===== src/rtl/cfg_route_pkg.sv =====
package cfg_route_pkg;

    localparam int ADDR_W    = 32;
    localparam int BUS_W     = 8;
    localparam int DEV_W     = 5;
    localparam int FN_W      = 3;
    localparam int ENA_BIT   = 31;
    localparam int BUS_LSB   = 16;
    localparam int DEV_LSB   = 11;
    localparam int FN_LSB    = 8;
    localparam int TYPE_W    = 2;

    localparam logic [TYPE_W-1:0] KIND_T0 = 2'b00;
    localparam logic [TYPE_W-1:0] KIND_T1 = 2'b01;

    typedef enum logic [2:0] {
        ST_RESET,
        ST_LOCAL,
        ST_PORT,
        ST_TYPE0,
        ST_TYPE1,
        ST_UNSUP,
        ST_IOPASS
    } route_st_e;

    typedef struct packed {
        logic              ena;
        logic [BUS_W-1:0]  bus;
        logic [DEV_W-1:0]  dev;
        logic [FN_W-1:0]   fn;
    } cfg_fields_t;

    function automatic cfg_fields_t cfg_split(input logic [ADDR_W-1:0] a);
        cfg_fields_t f;
        f.ena = a[ENA_BIT];
        f.bus = a[BUS_LSB +: BUS_W];
        f.dev = a[DEV_LSB +: DEV_W];
        f.fn  = a[FN_LSB  +: FN_W];
        return f;
    endfunction

endpackage


===== src/rtl/cfg_bus_window.sv =====
module cfg_bus_window #(
    parameter int BUS_W = 8
) (
    input  logic [BUS_W-1:0] bus,
    input  logic [BUS_W-1:0] sec,
    input  logic [BUS_W-1:0] sub,
    output logic             hit
);
    logic above_lo;
    logic below_hi;

    always_comb begin
        above_lo = (bus >= sec);
        below_hi = (bus <= sub);
        hit      = (bus != '0) && above_lo && below_hi;
    end
endmodule


===== src/rtl/cfg_port_prio.sv =====
module cfg_port_prio #(
    parameter int NPORTS = 2,
    parameter int IDX_W  = (NPORTS > 1) ? $clog2(NPORTS) : 1
) (
    input  logic [NPORTS-1:0] hits,
    output logic              any_hit,
    output logic [IDX_W-1:0]  idx
);
    always_comb begin
        any_hit = |hits;
        idx     = '0;
        for (int i = NPORTS - 1; i >= 0; i--) begin
            if (hits[i]) begin
                idx = IDX_W'(i);
            end
        end
    end
endmodule


===== src/rtl/cfg_local_claim.sv =====
module cfg_local_claim #(
    parameter int NLOCAL = 5,
    parameter int FWD_LO = 10,
    parameter int DEV_W  = 5
) (
    input  logic              bus_zero,
    input  logic [DEV_W-1:0]  dev,
    input  logic [NLOCAL-1:0] dev_en,
    output logic              claim,
    output logic              pass0,
    output logic              unsup,
    output logic [NLOCAL-1:0] sel
);
    logic is_local;
    logic is_high;
    logic en_hit;

    always_comb begin
        is_local = 1'b0;
        en_hit   = 1'b0;
        sel      = '0;
        for (int i = 0; i < NLOCAL; i++) begin
            if (int'(dev) == i) begin
                is_local = 1'b1;
                en_hit   = dev_en[i];
                sel[i]   = bus_zero & dev_en[i];
            end
        end
        is_high = (int'(dev) >= FWD_LO);
        claim   = bus_zero &  is_local &  en_hit;
        pass0   = bus_zero & ((is_local & ~en_hit) | is_high);
        unsup   = bus_zero & ~is_local & ~is_high;
    end
endmodule


===== src/rtl/cfg_route_top.sv =====
module cfg_route_top
    import cfg_route_pkg::*;
#(
    parameter int NPORTS = 2,
    parameter int NLOCAL = 5,
    parameter int FWD_LO = 10,
    localparam int IDX_W = (NPORTS > 1) ? $clog2(NPORTS) : 1,
    localparam int SEL_W = NPORTS + 2,
    localparam int UP_B  = NPORTS + 1
) (
    input  logic                    clk,
    input  logic                    rst_n,
    input  logic [ADDR_W-1:0]       cfg_addr,
    input  logic                    req_vld,
    input  logic [NLOCAL-1:0]       dev_en,
    input  logic [NPORTS*BUS_W-1:0] sec_bus,
    input  logic [NPORTS*BUS_W-1:0] sub_bus,
    output logic [SEL_W-1:0]        route_sel,
    output logic [NLOCAL-1:0]       local_sel,
    output logic [FN_W-1:0]         local_fn,
    output logic [ADDR_W-1:0]       fwd_addr,
    output logic                    unsup_req,
    output logic                    io_pass,
    output logic                    rt_valid
);

    cfg_fields_t       fld;
    logic              bus_zero;
    logic [NPORTS-1:0] win_hit;
    logic              any_hit;
    logic [IDX_W-1:0]  hit_idx;
    logic              claim, pass0, unsup;
    logic [NLOCAL-1:0] claim_sel;
    route_st_e         dec_st, st_d, st_q;
    logic [IDX_W-1:0]  pidx_q;
    logic [NLOCAL-1:0] lsel_q;
    logic [FN_W-1:0]   fn_q;
    logic [ADDR_W-1:0] fwd_q;

    always_comb begin
        fld      = cfg_split(cfg_addr);
        bus_zero = (fld.bus == '0);
    end

    // one window comparator per downstream port
    for (genvar p = 0; p < NPORTS; p++) begin : g_win
        cfg_bus_window #(.BUS_W(BUS_W)) u_win (
            .bus (fld.bus),
            .sec (sec_bus[p*BUS_W +: BUS_W]),
            .sub (sub_bus[p*BUS_W +: BUS_W]),
            .hit (win_hit[p])
        );
    end

    cfg_port_prio #(.NPORTS(NPORTS), .IDX_W(IDX_W)) u_prio (
        .hits    (win_hit),
        .any_hit (any_hit),
        .idx     (hit_idx)
    );

    cfg_local_claim #(.NLOCAL(NLOCAL), .FWD_LO(FWD_LO), .DEV_W(DEV_W)) u_local (
        .bus_zero (bus_zero),
        .dev      (fld.dev),
        .dev_en   (dev_en),
        .claim    (claim),
        .pass0    (pass0),
        .unsup    (unsup),
        .sel      (claim_sel)
    );

    // outcome of the access presented this cycle
    always_comb begin
        if (!fld.ena)       dec_st = ST_IOPASS;
        else if (claim)     dec_st = ST_LOCAL;
        else if (pass0)     dec_st = ST_TYPE0;
        else if (unsup)     dec_st = ST_UNSUP;
        else if (any_hit)   dec_st = ST_PORT;
        else                dec_st = ST_TYPE1;
        st_d = req_vld ? dec_st : st_q;
    end

    // state register
    always_ff @(posedge clk) begin
        if (!rst_n) st_q <= ST_RESET;
        else        st_q <= st_d;
    end

    // payload registers, loaded only with a strobe
    always_ff @(posedge clk) begin
        if (!rst_n) begin
            pidx_q <= '0;
            lsel_q <= '0;
            fn_q   <= '0;
            fwd_q  <= '0;
        end else if (req_vld) begin
            pidx_q <= hit_idx;
            lsel_q <= '0;
            fn_q   <= '0;
            fwd_q  <= '0;
            unique case (dec_st)
                ST_LOCAL: begin
                    lsel_q <= claim_sel;
                    fn_q   <= fld.fn;
                end
                ST_TYPE0: fwd_q <= {cfg_addr[ADDR_W-1:TYPE_W], KIND_T0};
                ST_TYPE1: fwd_q <= {cfg_addr[ADDR_W-1:TYPE_W], KIND_T1};
                ST_RESET, ST_PORT, ST_UNSUP, ST_IOPASS: ;
            endcase
        end
    end

    // outputs decoded from the state
    always_comb begin
        route_sel = '0;
        unique case (st_q)
            ST_LOCAL: route_sel[0] = 1'b1;
            ST_PORT: begin
                for (int p = 0; p < NPORTS; p++) begin
                    if (pidx_q == IDX_W'(p)) route_sel[p+1] = 1'b1;
                end
            end
            ST_TYPE0, ST_TYPE1: route_sel[UP_B] = 1'b1;
            ST_RESET, ST_UNSUP, ST_IOPASS: ;
        endcase
        local_sel = lsel_q;
        local_fn  = fn_q;
        fwd_addr  = fwd_q;
        unsup_req = (st_q == ST_UNSUP);
        io_pass   = (st_q == ST_IOPASS);
        rt_valid  = (st_q != ST_RESET);
    end

    // ---------------- assertions ----------------
    p_route_onehot_r6: assert property (@(posedge clk) disable iff (!rst_n)
        $onehot0(route_sel));

    p_io_noroute_r2: assert property (@(posedge clk) disable iff (!rst_n)
        ($past(rst_n) && $past(req_vld) && !$past(cfg_addr[ENA_BIT]))
        |-> (io_pass && route_sel == '0 && fwd_addr == '0));

    p_local_bus0_r3: assert property (@(posedge clk) disable iff (!rst_n)
        ($past(rst_n) && $past(req_vld) && route_sel[0])
        |-> ($past(cfg_addr[BUS_LSB +: BUS_W]) == '0 && $countones(local_sel) == 1));

    p_unsup_noroute_r5: assert property (@(posedge clk) disable iff (!rst_n)
        unsup_req |-> (route_sel == '0 && fwd_addr == '0));

    p_fwd_kind_r9: assert property (@(posedge clk) disable iff (!rst_n)
        route_sel[UP_B] |-> (fwd_addr[1] == 1'b0 && fwd_addr[ENA_BIT]));

    p_hold_r10: assert property (@(posedge clk) disable iff (!rst_n)
        !$past(req_vld) |-> ($stable(route_sel) && $stable(fwd_addr) && $stable(local_sel)));

endmodule


===== config.mk =====
export PLATFORM = sky130hd
export DESIGN_NAME = cfg_route_top
export DESIGN_NICKNAME = d
export VERILOG_FILES = /design/src/rtl/cfg_route_pkg.sv /design/src/rtl/cfg_bus_window.sv /design/src/rtl/cfg_port_prio.sv /design/src/rtl/cfg_local_claim.sv /design/src/rtl/cfg_route_top.sv
export SDC_FILE = /design/constraint.sdc
export NUM_CORES = 1
export LEC_CHECK = 0
export CAP_MARGIN = 10
export CORE_UTILIZATION = 37
export DETAILED_ROUTE_END_ITERATION = 8
export PLACE_DENSITY_LB_ADDON = 0.05
export RECOVER_POWER = 100
export SLEW_MARGIN = 20
export SYNTH_ARGS = -nofsm -noshare
export SYNTH_HDL_FRONTEND = slang
export SYNTH_SLANG_ARGS = --single-unit

===== constraint.sdc =====
create_clock -name clk -period 2.4 [get_ports clk]
set_clock_uncertainty 0.2 [all_clocks]
set_input_delay 0.48 -clock clk [delete_from_list [all_inputs] [get_ports clk]]
set_output_delay 0.48 -clock clk [all_outputs]
set_load 0.03 [all_outputs]

==> flow_summary.ini <==
[critical_path]
critical_path_required_ns = 2.38
timing.critical_path.max_delay_family = simple AND/OR/NAND/NOR gates
worst_ep_arrival_time_ns = 2.47
worstPathCellList = buf_12 > ha_4 > nand4_1 > nor2_2 > buf_6 > a21oi_4 > nor4_4 > o31ai_4 > buf_6 > buf_6 > a32o_1
critical_path.endpoint_type = register
timing_worst_setup_path_type = in2reg
critical_path.startpoint_type = primary input
worst_path_most_repeated_cell = sky130_fd_sc_hd__buf_6
worst_path_largest_cell_delay_ns = 0.37
timing.critical_path.buf_inv = 4
critical_path.max_fanout = 8
critical_path.slowest_cell = sky130_fd_sc_hd__nor4_4

[sta]
min_period_over_period_pct = 104
timing.final.hold_violations = 0
setup_repair_after_global_routing_missed_its_margin = true
finalWorstSetupSlack_ns = -0.0891
final-max-slew-violation-count = 0
final.min_clock_period_ns = 2.49
timing.fmax_mhz = 402
setup_viol = 22

[logic_synthesis]
postSynth.topFlopCell = sky130_fd_sc_hd__dfxtp_1
synth.mux.area_fraction_pct = 0.404
synth_fp_nets = 375
syn-instance-count = 271
synth-edff-count = 0
synth_xor_area_share_pct = 0
post_synth_instance_area_um2 = 2480
total_of_flip_flops_plus_latches_after_synthesis = 43
synth_top_area_share_pct = 34.8
synth_compound_area_share_pct = 24.5
synth_fa_ha_area_share_pct = 16.2
postSynth.asyncResetShare_pct = 0
synth.area.top_cells = sky130_fd_sc_hd__dfxtp_1, sky130_fd_sc_hd__ha_1, sky130_fd_sc_hd__a32o_1, sky130_fd_sc_hd__inv_1, sky130_fd_sc_hd__a21oi_1
yosys.area_share.simple_pct = 16.0
synth.distinct_cells = 47
synth-seq-area-share_pct = 34.8
synth_top_cell_by_area = sky130_fd_sc_hd__dfxtp_1
post_synth.cell_area_avg_um2 = 9.14
largest_family_of_logic_cells_by_synthesized_area = compound AO/OA/AOI/OAI gates
yosysWarnings = 0

[placement]
place.detailed.hpwl_um = 5550
gp_congestion = 0.811
post-place-cells = 483
placement.io_buffers = 115

[finish]
syn2layout_area_growth_pct = 88.1
stdcell_count = 503
fill_cells = 482
finalCoreUtilization_pct = 72.5
multiInputGateArea_um2 = 1900
post_route_cells_drive_above_1_share_pct = 33.3
regArea_um2 = 861
antenna-diode-count = 0
layout.nets = 529

[run_status]
status = complete, but fails checks
failing_checks = design-rule violations, negative setup slack

[routing]
totalWireLength_um = 8050
route.vias.total = 2682
route.detailed.vias_per_inst = 5.33
drc = 15
detailedRoute.firstIterationViolations = 115
antenna_left = 0
drt-pass1-iter-count = 6
avgRoutedWirePerCell_um = 16.0

[flow_run]
cap_violations = 0

[cts]
clock_latency_ns = 0.28
cts-buffers-inserted = 5
tritoncts_clock_tree = built
maximum_buffer_depth_of_the_clock_tree = 2
tritoncts_num_sinks = 43
cts.root.buffer_cell = sky130_fd_sc_hd__clkbuf_8
cts_h_tree_depth = 2
clk_pin_slew_worst_paths_ns = 0.08

[global_route]
grt_use_met1_pct = 27.4
global_route.peak_usage_layer = met2
grt.total_usage_pct = 22.1
first_global_vias = 2546
grt.met2_usage_pct = 38.8
grt_pass1_wl_um = 12600
grt_use_met3_pct = 4.25
congestion_overflow_gr = 0
antenna_found_initial = 0
maximum_number_of_pins_on_one_net_before_global_route_repair = 21

[floorplanning]
dieArea_um2 = 7020
floorplan.rows = 29
floorplan.core_area_um2 = 6420
dieWidth_um = 83.8
pin_count = 119
die_y_um = 83.8
starting_density_pct = 38.6

[power]
leakage_uw = 0.00199
cellPowerDensity_nw_per_um2 = 410
peak_supply_drop_mv = 0.218

[hold_path]
hold_path_class = reg2reg
[worst min-delay path: cells and delay by family, from the launching register on]
family / cells / cell delay [ns]
AND/OR/NAND/NOR: 1 / 0.05
flip-flops: 1 / 0.31
AO/OA/AOI/OAI: 1 / 0.05
[state kept, by name, indices dropped and copies added (netlist names)]
signal,flops
fwd_addr,31
local_fn,3
local_sel,5
pidx_q,1
st_q,3
[per-stage QoR]
step	setup slack [ns]	power, uW	hold slack (ns)	instance area [um^2]	setup TNS (ns)
finish	-0.0891	1910	0.246	4660	-0.383
global route	-0.128	2010	0.274	4660	-1.17
CTS	-0.0913	1850	0.250	4400	-2.22
detailed placement	-0.823	1330	0.238	3990	-29.61
global placement	-0.775	1320	0.238	3990	-28.36
floorplan	-0.00274	1050	0.256	2520	-0.0245
[power by group]
| group | total, uW | leakage (uW) | internal, uW | switching, uW |
|---|---|---|---|---|
| Sequential | 761 | 0.000349 | 741 | 19.9 |
| Combinational | 709 | 0.00159 | 371 | 338 |
| Clock | 438 | 0.0000477 | 199 | 238 |
[logic make-up after synthesis]
| kind of cell | count (synthesis) |
|---|---|
| AOI/OAI and AO/OA | 78 |
| adders and majority gates | 32 |
| buffers and inverters | 48 |
| DFF | 43 |
| muxes | 1 |
| other | 1 |
| and+or+nand+nor | 68 |
[metal layers]
metal  up-vias  routed length, um
met5         -                  0
li1       1322                  -
met1      1256               3420
met3        14                470
met2        90               3990
met4         0                174
[layout by cell type, fill, tap and decap left out, types with 3 or more instances in the layout]
cell                               n
sky130_fd_sc_hd__clkinv_2          3
sky130_fd_sc_hd__o21ai_0           5
sky130_fd_sc_hd__buf_6            15
sky130_fd_sc_hd__a21oi_1          10
sky130_fd_sc_hd__nand2_1          13
sky130_fd_sc_hd__nor2_1            4
sky130_fd_sc_hd__ha_4             24
sky130_fd_sc_hd__nand4_1           5
sky130_fd_sc_hd__a32o_1           31
sky130_fd_sc_hd__and3_1            3
sky130_fd_sc_hd__inv_1            12
sky130_fd_sc_hd__o21a_1            3
sky130_fd_sc_hd__nor4_1            3
sky130_fd_sc_hd__dlymetal6s2s_1   12
sky130_fd_sc_hd__buf_12            4
sky130_fd_sc_hd__clkdlybuf4s15_1   3
sky130_fd_sc_hd__dfxtp_1          43
sky130_fd_sc_hd__clkbuf_8          5
sky130_fd_sc_hd__dlygate4sd2_1    21
sky130_fd_sc_hd__nor2b_1           7
sky130_fd_sc_hd__a21oi_2           3
sky130_fd_sc_hd__ha_1              6
sky130_fd_sc_hd__o21ai_1           6
sky130_fd_sc_hd__nand3b_1          3
sky130_fd_sc_hd__and2_1            3
sky130_fd_sc_hd__inv_2            20
sky130_fd_sc_hd__clkdlybuf4s50_1  63
sky130_fd_sc_hd__nand3_1           4
sky130_fd_sc_hd__buf_4            36
[cell type report]
cell class	instances	share of cell area, %
repair buffers	162	33.8
inverters	33	3.01
clock inverters	3	0.322
multi-input cells	180	40.8
clock buffers	5	1.48
well taps	77	2.07
flip-flops and latches	43	18.5
[path summary, 6_finish.rpt]
| kind | startpoint | end | slack [ns] | cells past startpoint |
|---|---|---|---|---|
| worst max register to register | st_q[1] | st_q[1] | 1.31 | 2 |
| worst min-delay path | local_sel[1] | local_sel[1] | 0.25 | 2 |
| worst min register to register | local_sel[1] | local_sel[1] | 0.25 | 2 |
| worst max-delay path | cfg_addr[23] | fwd_addr[21] | -0.09 | 11 |
[cell usage after synthesis, types with 2 or more instances]
library cell               count
sky130_fd_sc_hd__nand3b_1      3
sky130_fd_sc_hd__nand3_1       4
sky130_fd_sc_hd__dfxtp_1      43
sky130_fd_sc_hd__and2_1        4
sky130_fd_sc_hd__nand4_1       5
sky130_fd_sc_hd__o21ai_1       4
sky130_fd_sc_hd__o32ai_1       2
sky130_fd_sc_hd__nor4b_1       2
sky130_fd_sc_hd__o21ai_0      10
sky130_fd_sc_hd__nor4_1        4
sky130_fd_sc_hd__clkbuf_1     10
sky130_fd_sc_hd__nand2b_1      3
sky130_fd_sc_hd__a32o_1       31
sky130_fd_sc_hd__inv_1        33
sky130_fd_sc_hd__nor2b_1      10
sky130_fd_sc_hd__ha_1         32
sky130_fd_sc_hd__a41oi_1       2
sky130_fd_sc_hd__or3_1         3
sky130_fd_sc_hd__a21oi_1      14
sky130_fd_sc_hd__nor2_1        5
sky130_fd_sc_hd__a211oi_1      2
sky130_fd_sc_hd__buf_6         2
sky130_fd_sc_hd__nand2_1      14
sky130_fd_sc_hd__and3_1        3
sky130_fd_sc_hd__o21a_1        3
sky130_fd_sc_hd__o211ai_1      2
[what timing repair did]
| action | in CTS | in global routing |
|---|---|---|
| endpoints found under the setup margin | 41 | 43 |
| pin swaps | 57 | 30 |
| gates cloned | 2 | 0 |
| buffers inserted | 6 | 8 |
| hold buffers | 0 | 0 |
| resized for setup | 130 | 86 |
Note: power is estimated with default switching activity, not from simulation.
